==> src/rtl/srd_pkg.sv <==
package srd_pkg;
  typedef enum logic [2:0] {
    ST_IDLE, ST_PB, ST_C2, ST_C3, ST_C4, ST_C5, ST_C6, ST_C7
  } seq_st_t;

  localparam logic [1:0] OP_READ    = 2'b01;
  localparam logic [1:0] SPACE_SRAM = 2'b10;
endpackage

==> src/rtl/srd_cmd_decode.sv <==
module srd_cmd_decode
  import srd_pkg::*;
#(
  parameter int DQ_W   = 68,
  parameter int CMD_W  = 9,
  parameter int ID_W   = 5,
  parameter int ID_LSB = 21,
  parameter int SP_LSB = 19,
  parameter int AF_LSB = 26,
  parameter int AF_W   = 10,
  parameter int HI_LSB = 7,
  parameter int HI_W   = 2
) (
  input  logic [CMD_W-1:0] cmd_i,
  input  logic             cmd_vld_i,
  input  logic [DQ_W-1:0]  dq_i,
  input  logic [ID_W-1:0]  dev_id_i,
  output logic             phase_ok_o,
  output logic             id_hit_o,
  output logic [AF_W-1:0]  fld_o,
  output logic [HI_W-1:0]  hi_o
);
  // bus bits outside the decoded fields are intentionally ignored
  logic unused_bits;
  assign unused_bits = ^{cmd_i, dq_i};

  assign phase_ok_o = cmd_vld_i && (cmd_i[1:0] == OP_READ)
                      && (dq_i[SP_LSB +: 2] == SPACE_SRAM);
  assign id_hit_o   = (dq_i[ID_LSB +: ID_W] == dev_id_i);
  assign fld_o      = dq_i[AF_LSB +: AF_W];
  assign hi_o       = cmd_i[HI_LSB +: HI_W];
endmodule

==> src/rtl/srd_addr_latch.sv <==
module srd_addr_latch #(
  parameter int AF_W = 10,
  parameter int HI_W = 2,
  localparam int SADR_W = HI_W + 2 * AF_W
) (
  input  logic              clk,
  input  logic              rst,
  input  logic              cap_a_i,
  input  logic              cap_b_i,
  input  logic [HI_W-1:0]   hi_i,
  input  logic [AF_W-1:0]   fld_i,
  output logic [SADR_W-1:0] sadr_o
);
  logic [HI_W-1:0] hi_q;
  logic [AF_W-1:0] mid_q, lo_q;

  always_ff @(posedge clk) begin
    if (rst) begin
      hi_q  <= '0;
      mid_q <= '0;
      lo_q  <= '0;
    end else begin
      if (cap_a_i) begin
        hi_q  <= hi_i;
        mid_q <= fld_i;
      end
      if (cap_b_i) lo_q <= fld_i;
    end
  end

  assign sadr_o = {hi_q, mid_q, lo_q};
endmodule

==> src/rtl/srd_seq_ctrl.sv <==
module srd_seq_ctrl
  import srd_pkg::*;
(
  input  logic clk,
  input  logic rst,
  input  logic phase_ok_i,
  input  logic id_hit_i,
  output logic cap_a_o,
  output logic cap_b_o,
  output logic dq_oe_o,
  output logic sadr_oe_o,
  output logic ctl_oe_o,
  output logic ce_n_o,
  output logic we_n_o,
  output logic ale_n_o,
  output logic ack_o,
  output logic ack_oe_o
);
  seq_st_t st_q, st_n;
  logic    sel_q, sel_n;

  assign cap_a_o = (st_q == ST_IDLE) && phase_ok_i;
  assign cap_b_o = (st_q == ST_PB) && phase_ok_i;
  assign sel_n   = cap_a_o ? id_hit_i : sel_q;

  always_comb begin
    st_n = st_q;
    unique case (st_q)
      ST_IDLE: if (phase_ok_i) st_n = ST_PB;
      ST_PB:   st_n = phase_ok_i ? ST_C2 : ST_IDLE;
      ST_C2:   st_n = ST_C3;
      ST_C3:   st_n = ST_C4;
      ST_C4:   st_n = ST_C5;
      ST_C5:   st_n = ST_C6;
      ST_C6:   st_n = ST_C7;
      ST_C7:   st_n = ST_IDLE;
      default: st_n = ST_IDLE;
    endcase
  end

  always_ff @(posedge clk) begin
    if (rst) begin
      st_q  <= ST_IDLE;
      sel_q <= 1'b0;
    end else begin
      st_q  <= st_n;
      sel_q <= sel_n;
    end
  end

  // outputs registered from the next state
  always_ff @(posedge clk) begin
    if (rst) begin
      dq_oe_o   <= 1'b0;
      sadr_oe_o <= 1'b0;
      ctl_oe_o  <= 1'b0;
      ce_n_o    <= 1'b1;
      we_n_o    <= 1'b1;
      ale_n_o   <= 1'b1;
      ack_o     <= 1'b0;
      ack_oe_o  <= 1'b0;
    end else begin
      dq_oe_o   <= sel_n && (st_n == ST_C4 || st_n == ST_C5 || st_n == ST_C6);
      sadr_oe_o <= sel_n && (st_n == ST_C6);
      ctl_oe_o  <= sel_n && (st_n == ST_C6);
      ce_n_o    <= !(sel_n && (st_n == ST_C6));
      ale_n_o   <= !(sel_n && (st_n == ST_C6));
      we_n_o    <= 1'b1;
      ack_o     <= sel_n && (st_n == ST_C6);
      ack_oe_o  <= sel_n && (st_n == ST_C5 || st_n == ST_C6 || st_n == ST_C7);
    end
  end

  assert_dq_turnaround_R6: assert property (@(posedge clk) disable iff (rst)
    $rose(dq_oe_o) |-> (!ack_oe_o && !sadr_oe_o && !ctl_oe_o));

  assert_ack_enters_low_R7: assert property (@(posedge clk) disable iff (rst)
    $rose(ack_oe_o) |-> (!ack_o && dq_oe_o));

  assert_strobe_group_R8: assert property (@(posedge clk) disable iff (rst)
    ctl_oe_o |-> (sadr_oe_o && ack_o && ack_oe_o && !ce_n_o && !ale_n_o && we_n_o && dq_oe_o));

  assert_ack_tail_R9: assert property (@(posedge clk) disable iff (rst)
    $fell(ctl_oe_o) |-> (ack_oe_o && !ack_o && !dq_oe_o && !sadr_oe_o));

  assert_ack_release_R9: assert property (@(posedge clk) disable iff (rst)
    $fell(ack_oe_o) |-> ($past(!ack_o) && !dq_oe_o && !ctl_oe_o));
endmodule

==> src/rtl/sram_rd_seq.sv <==
module sram_rd_seq
  import srd_pkg::*;
#(
  parameter int DQ_W   = 68,
  parameter int CMD_W  = 9,
  parameter int ID_W   = 5,
  parameter int AF_LSB = 26,
  parameter int AF_W   = 10,
  localparam int HI_W   = 2,
  localparam int SADR_W = HI_W + 2 * AF_W
) (
  input  logic              clk,
  input  logic              rst,
  input  logic [CMD_W-1:0]  cmd_i,
  input  logic              cmd_vld_i,
  input  logic [DQ_W-1:0]   dq_i,
  input  logic [ID_W-1:0]   dev_id_i,
  output logic [DQ_W-1:0]   dq_o,
  output logic              dq_oe_o,
  output logic [SADR_W-1:0] sadr_o,
  output logic              sadr_oe_o,
  output logic              ce_n_o,
  output logic              we_n_o,
  output logic              ale_n_o,
  output logic              ctl_oe_o,
  output logic              ack_o,
  output logic              ack_oe_o
);
  localparam int ID_LSB = 21;
  localparam int SP_LSB = 19;
  localparam int HI_LSB = 7;

  logic            phase_ok, id_hit, cap_a, cap_b;
  logic [AF_W-1:0] fld;
  logic [HI_W-1:0] hi;

  srd_cmd_decode #(
    .DQ_W(DQ_W), .CMD_W(CMD_W), .ID_W(ID_W), .ID_LSB(ID_LSB), .SP_LSB(SP_LSB),
    .AF_LSB(AF_LSB), .AF_W(AF_W), .HI_LSB(HI_LSB), .HI_W(HI_W)
  ) u_dec (
    .cmd_i(cmd_i), .cmd_vld_i(cmd_vld_i), .dq_i(dq_i), .dev_id_i(dev_id_i),
    .phase_ok_o(phase_ok), .id_hit_o(id_hit), .fld_o(fld), .hi_o(hi)
  );

  srd_addr_latch #(.AF_W(AF_W), .HI_W(HI_W)) u_addr (
    .clk(clk), .rst(rst), .cap_a_i(cap_a), .cap_b_i(cap_b),
    .hi_i(hi), .fld_i(fld), .sadr_o(sadr_o)
  );

  srd_seq_ctrl u_seq (
    .clk(clk), .rst(rst), .phase_ok_i(phase_ok), .id_hit_i(id_hit),
    .cap_a_o(cap_a), .cap_b_o(cap_b), .dq_oe_o(dq_oe_o), .sadr_oe_o(sadr_oe_o),
    .ctl_oe_o(ctl_oe_o), .ce_n_o(ce_n_o), .we_n_o(we_n_o), .ale_n_o(ale_n_o),
    .ack_o(ack_o), .ack_oe_o(ack_oe_o)
  );

  assign dq_o = '0;

  assert_addr_hold_R4: assert property (@(posedge clk) disable iff (rst)
    sadr_oe_o |-> $stable(sadr_o));
endmodule

==> config.mk <==
export PLATFORM = sky130hd
export DESIGN_NAME = sram_rd_seq
export DESIGN_NICKNAME = d
export VERILOG_FILES = /design/src/rtl/srd_pkg.sv /design/src/rtl/srd_cmd_decode.sv /design/src/rtl/srd_addr_latch.sv /design/src/rtl/srd_seq_ctrl.sv /design/src/rtl/sram_rd_seq.sv
export SDC_FILE = /design/constraint.sdc
export NUM_CORES = 1
export LEC_CHECK = 0
export BUFFER_PORTS_ARGS = -buffer_cell sky130_fd_sc_hd__buf_4
export CORE_AREA = 2 2 72 74
export CTS_CLUSTER_SIZE = 30
export DETAILED_ROUTE_END_ITERATION = 12
export DIE_AREA = 0 0 74 76
export PLACE_DENSITY = 0.9
export SYNTH_ARGS = -nofsm -noshare
export SYNTH_HDL_FRONTEND = slang
export SYNTH_SLANG_ARGS = --single-unit
==> constraint.sdc <==
create_clock -name clk -period 4 [get_ports clk]
set_clock_uncertainty 0.1 [all_clocks]
set_input_delay 0.2 -clock clk [delete_from_list [all_inputs] [get_ports clk]]
set_output_delay 0.2 -clock clk [all_outputs]
set_load 0.02 [all_outputs]
# --- Yosys cells after proc, flatten, opt, wreduce, memory -nomap -nowiden ---
# Index checks and enable logic that the tools add are counted.
word_totals:
  reg_bits: 30
  out_inout_bits: 98
op_classes:
  n_reduce_logical: 13
  eq_ne: 14
  n_mux: 4
ops:
  columns: ["cell", "count"]
  rows:
  - ["3-bit == test (second input constant)", 8]
  - ["3-bit one-hot mux with 8 select lines", 1]
  - ["1-bit logical AND", 7]
  - ["3-bit by 2-bit == test with 1-bit output (second input constant)", 2]
  - ["5-bit == test", 1]
  - ["1-bit logical OR", 4]
  - ["3-bit by 1-bit == test with 1-bit output (second input constant)", 1]
  - ["3-bit logical NOT", 1]
  - ["3-bit two-way mux", 1]
  - ["2-bit by 1-bit == test with 1-bit output (second input constant)", 1]
  - ["2-bit == test (second input constant)", 1]
  - ["2-bit two-way mux", 1]
  - ["1-bit logical NOT", 1]
  - ["1-bit two-way mux", 1]

# --- Depth between registers and ports, before layout ---
logic_depth:
  depth_word: 9
  mapped_depth: 5

# --- Modules after synthesis ---
# From an unflattened synthesis, not the netlist that was laid out.
hier_totals:
  cells_unflattened: 193
  area_unflattened_um2: 1786.7
modules_own_cells:
  columns: ["module", "cells_each", "seq_area_each_um2", "area_each_um2", "n_inst"]
  rows:
  - ["srd_addr_latch", 70, 440.4, 770.7, 1]
  - ["sram_rd_seq", 69, 0.0, 514.2, 1]
  - ["srd_seq_ctrl", 33, 160.2, 340.3, 1]
  - ["srd_cmd_decode", 21, 0.0, 161.4, 1]

# --- Least setup slack after synthesis ---
# No wires, ideal clock.
synth_path:
  kind: "register -> register"
  from: "reg u_seq.st_q[2]"
  to: "reg u_addr.mid_q[0]"
  path_stages_with_launch: 6
  period_less_slack_ps: 1536
  arrival_time_ps: 1303
  setup_ps: 132
  setup_slack_ps: 2464
  cell_sequence: "dfxtp_1 buf_6 or4b_4 buf_6 o21ai_1 a21oi_1"
synth_between:
  elab_chain_len: 2
synth_lines:
  columns: ["element", "line", "text"]
  rows:
  - ["start, declared", "srd_seq_ctrl.sv:19", "seq_st_t st_q, st_n;"]
  - ["start signal, assigned", "srd_seq_ctrl.sv:46", "st_q <= st_n;"]
  - ["3-bit logical NOT", "srd_seq_ctrl.sv:22", "assign cap_a_o = (st_q == ST_IDLE) && phase_ok_i;"]
  - ["1-bit logical AND", "srd_seq_ctrl.sv:22", null]
  - ["end signal, assigned", "srd_addr_latch.sv:25", "mid_q <= fld_i;"]
  - ["end, declared", "srd_addr_latch.sv:15", "logic [AF_W-1:0] mid_q, lo_q;"]
# No other way between the ends.
# A chain may end at the register's enable or synchronous reset.

# --- Final worst setup path ---
layout_path:
  from: "reg u_seq.st_q[2]"
  to: "reg u_seq.sel_q"
layout_between:
  elab_chain_len: 3
layout_lines:
  columns: ["element", "line", "text"]
  rows:
  - ["3-bit logical NOT", "srd_seq_ctrl.sv:22", null]
  - ["1-bit logical AND", "srd_seq_ctrl.sv:22", null]
  - ["1-bit two-way mux", "srd_seq_ctrl.sv:24", "assign sel_n = cap_a_o ? id_hit_i : sel_q;"]
  - ["end signal, assigned", "srd_seq_ctrl.sv:47", "sel_q <= sel_n;"]
  - ["end, declared", "srd_seq_ctrl.sv:20", "logic sel_q, sel_n;"]
# No other way between the ends.

==> out/results.ini <==
[timing]
timing.final.crit_share = 0.504
rsz0062_at_grt = no
relSlewSlack = 0.303
tightest_slew_ns = 1.04
maxSlewViolCount = 0
setup_tns_ns = 0
period_needed_ns = 2.02
final_hold_viol_count = 0
fmaxAchievable_mhz = 496
setup_viol = 0

[cells_and_area]
antenna_cells = 0
drive_gt1_frac = 0.257
final_core_util = 0.416
multiInputGateArea_um2 = 835
regArea_um2 = 601
n_fill_cell = 491
syn2layout_area_growth_pct = 12.8
fin_nets = 345

[floorplanning]
core_um2 = 4910
num_rows = 26
chipWidth_um = 74
die_y_um = 76
die-area_um2 = 5620
ios = 183
initial_core_util = 0.369

[clock_network]
cts_resized = 0
root_buffer = clkbuf_8
cts_tree = built
htreeDepth = 2
cts_hold_buf = 0
cts.sink_count = 30
clock_path_buffers = 2
path_clk_slew_ns = 0.07
cts_setup_buffers = 0
cts_buffers = 5
insertion_delay_ns = 0.27

[worst_hold_path]
hold_class = primary input to flop

[synth]
synth_sequential_area_ratio = 0.331
synth_warnings = 0
yosysMostFrequentCell = buf_4
synth-edff-count = 0
syn_inst = 214
yosys-top-cells-area = dfxtp_1 (33%), buf_4 (30%), a21oi_1 (6.3%)
synth_area_um2 = 1810
netlist.area_leader.share = 0.331
synth.distinct_cells = 28
synth_seq_cells = 30
synthTopCellsByCount = buf_4 (73), dfxtp_1 (30), a21oi_1 (23), nand3_1 (22), o21ai_1 (20)
async_flop_share = 0
synth_area_per_cell_um2 = 8.48
synthFlopType = dfxtp_1
yosys.area.top_type = dfxtp_1

[global_routing]
grt_max_degree = 28
antenna_found_initial = 0
grt-ovfl-total = 0
grt_first_pass_wirelength_mm = 5.22
grt_usage = 0.119
grt_pass1_vias = 1132

[drt]
first_iter_violations = 69
viasPerCell = 4.21
postRouteAntennaNets = 0
wire_per_inst_um = 10.7
route.vias.total = 1392
drc_errors = 0
wl_mm = 3.53
dr.pass1.iters = 4

[worst_setup_path]
worstPathArrival_ns = 2.10
rr_worst_depth = 3
worstPathMaxFanout = 23
crit_path_start_kind = flop
required_ns = 4.08
startpoint = u_seq.st_q[2]
crit_type = flop to flop
endpoint = u_seq.sel_q
crit_path_end_kind = flop
r2r_start = u_seq.st_q[2]
timing.rr.end = u_seq.sel_q
ff2ff_setup_slack_ns = 1.98

[status]
status = finished, final reports clean

[power_and_ir_drop]
worst_ir_drop_vdd_mv = 0.104
power.density_nw_per_um2 = 323
leakage_nw = 0.925
power.total_mw = 0.661

[placed_design]
portBuffers = 57
hpwl_mm = 2.69
routabilityCongestion = 0.781

[flow_run]
maxCapViolations = 0

==> area by class of cell <==
class	instances	share of cell area
well taps	70	0.0428
clock buffers	7	0.0422
clock inverters	1	0.00245
flip-flops and latches	30	0.294
repair buffers	57	0.209
multi-input cells	165	0.408
inverters	1	0.00183
==> per-layer routing <==
layer	share of wire	up-vias	GRT usage
met3	0.11	8	0.0384
li1	-	675	-
met2	0.48	95	0.190
met4	0.026	0	0.0673
met1	0.38	614	0.137
met5	0	-	0
==> state kept, by name (all words and copies together) (netlist names) <==
signal / flops
u_addr.hi_q: 2
u_addr.lo_q: 10
u_addr.mid_q: 10
u_seq.ack_oe_o: 1
u_seq.ce_n_o: 1
u_seq.dq_oe_o: 1
u_seq.sadr_oe_o: 1
u_seq.sel_q: 1
u_seq.st_q: 3
==> cell families after synthesis <==
| logic type | count (synthesis) | share of synthesized area |
|---|---|---|
| xor+xnor | 7 | 0.0338 |
| mux | 1 | 0.00552 |
| simple gates | 39 | 0.138 |
| buf+inv | 86 | 0.348 |
| other cells | 2 | 0.00414 |
| compound gates | 49 | 0.140 |
| flops | 30 | 0.331 |
==> critical path: stages (launching register included) <==
cell,delay (ns)
dfxtp_1,0.40
nor4b_4,0.95
nand2_1,0.13
o41ai_1,0.35
==> layout by cell type, fill, tap and decap left out, types with 2 or more instances in the layout <==
cell / synthesis / routed
xor2_1: 2 / 2
a211oi_1: 2 / 2
o21ai_0: 3 / 3
buf_4: 73 / 57
conb_1: 2 / 69
nand2_1: 4 / 4
a21oi_1: 23 / 23
xnor2_1: 5 / 5
nand3_1: 22 / 22
nand4b_1: 2 / 2
dfxtp_1: 30 / 30
o21ai_1: 20 / 20
clkbuf_8: 0 / 6
nor2_1: 2 / 2
==> where the power goes <==
group | switching (mW) | leakage, nW | total, mW | internal (mW)
Combinational | 0.0851 | 0.635 | 0.113 | 0.0277
Clock | 0.108 | 0.0482 | 0.247 | 0.139
Sequential | 0.000981 | 0.242 | 0.301 | 0.300
Total | 0.194 | 0.925 | 0.661 | 0.467
==> per-stage QoR <==
stage	cells	worst slack, ns	hold slack [ns]	instance area, um2
3_5_place_dp	323	1.99	0.371	1950
5_1_grt	331	1.84	0.100	2050
3_3_place_gp	323	2.01	0.361	1950
2_1_floorplan	281	2.46	0.248	2070
6_report	331	1.98	0.0928	2050
4_1_cts	331	1.98	0.0848	2050
==> worst min path at each step <==
stage | start | to | slack (ns) | cells after the start
2_1_floorplan | cmd_i[7] | u_addr.hi_q[0] | 0.25 | 2
3_3_place_gp | u_addr.hi_q[0] | u_addr.hi_q[0] | 0.36 | 2
3_5_place_dp | u_addr.hi_q[1] | u_addr.hi_q[1] | 0.37 | 2
4_1_cts | cmd_i[8] | u_addr.hi_q[1] | 0.08 | 3
5_1_grt | dq_i[29] | u_addr.mid_q[3] | 0.10 | 3
6_report | dq_i[30] | u_addr.mid_q[4] | 0.09 | 3
(Power assumes the default switching activity.)
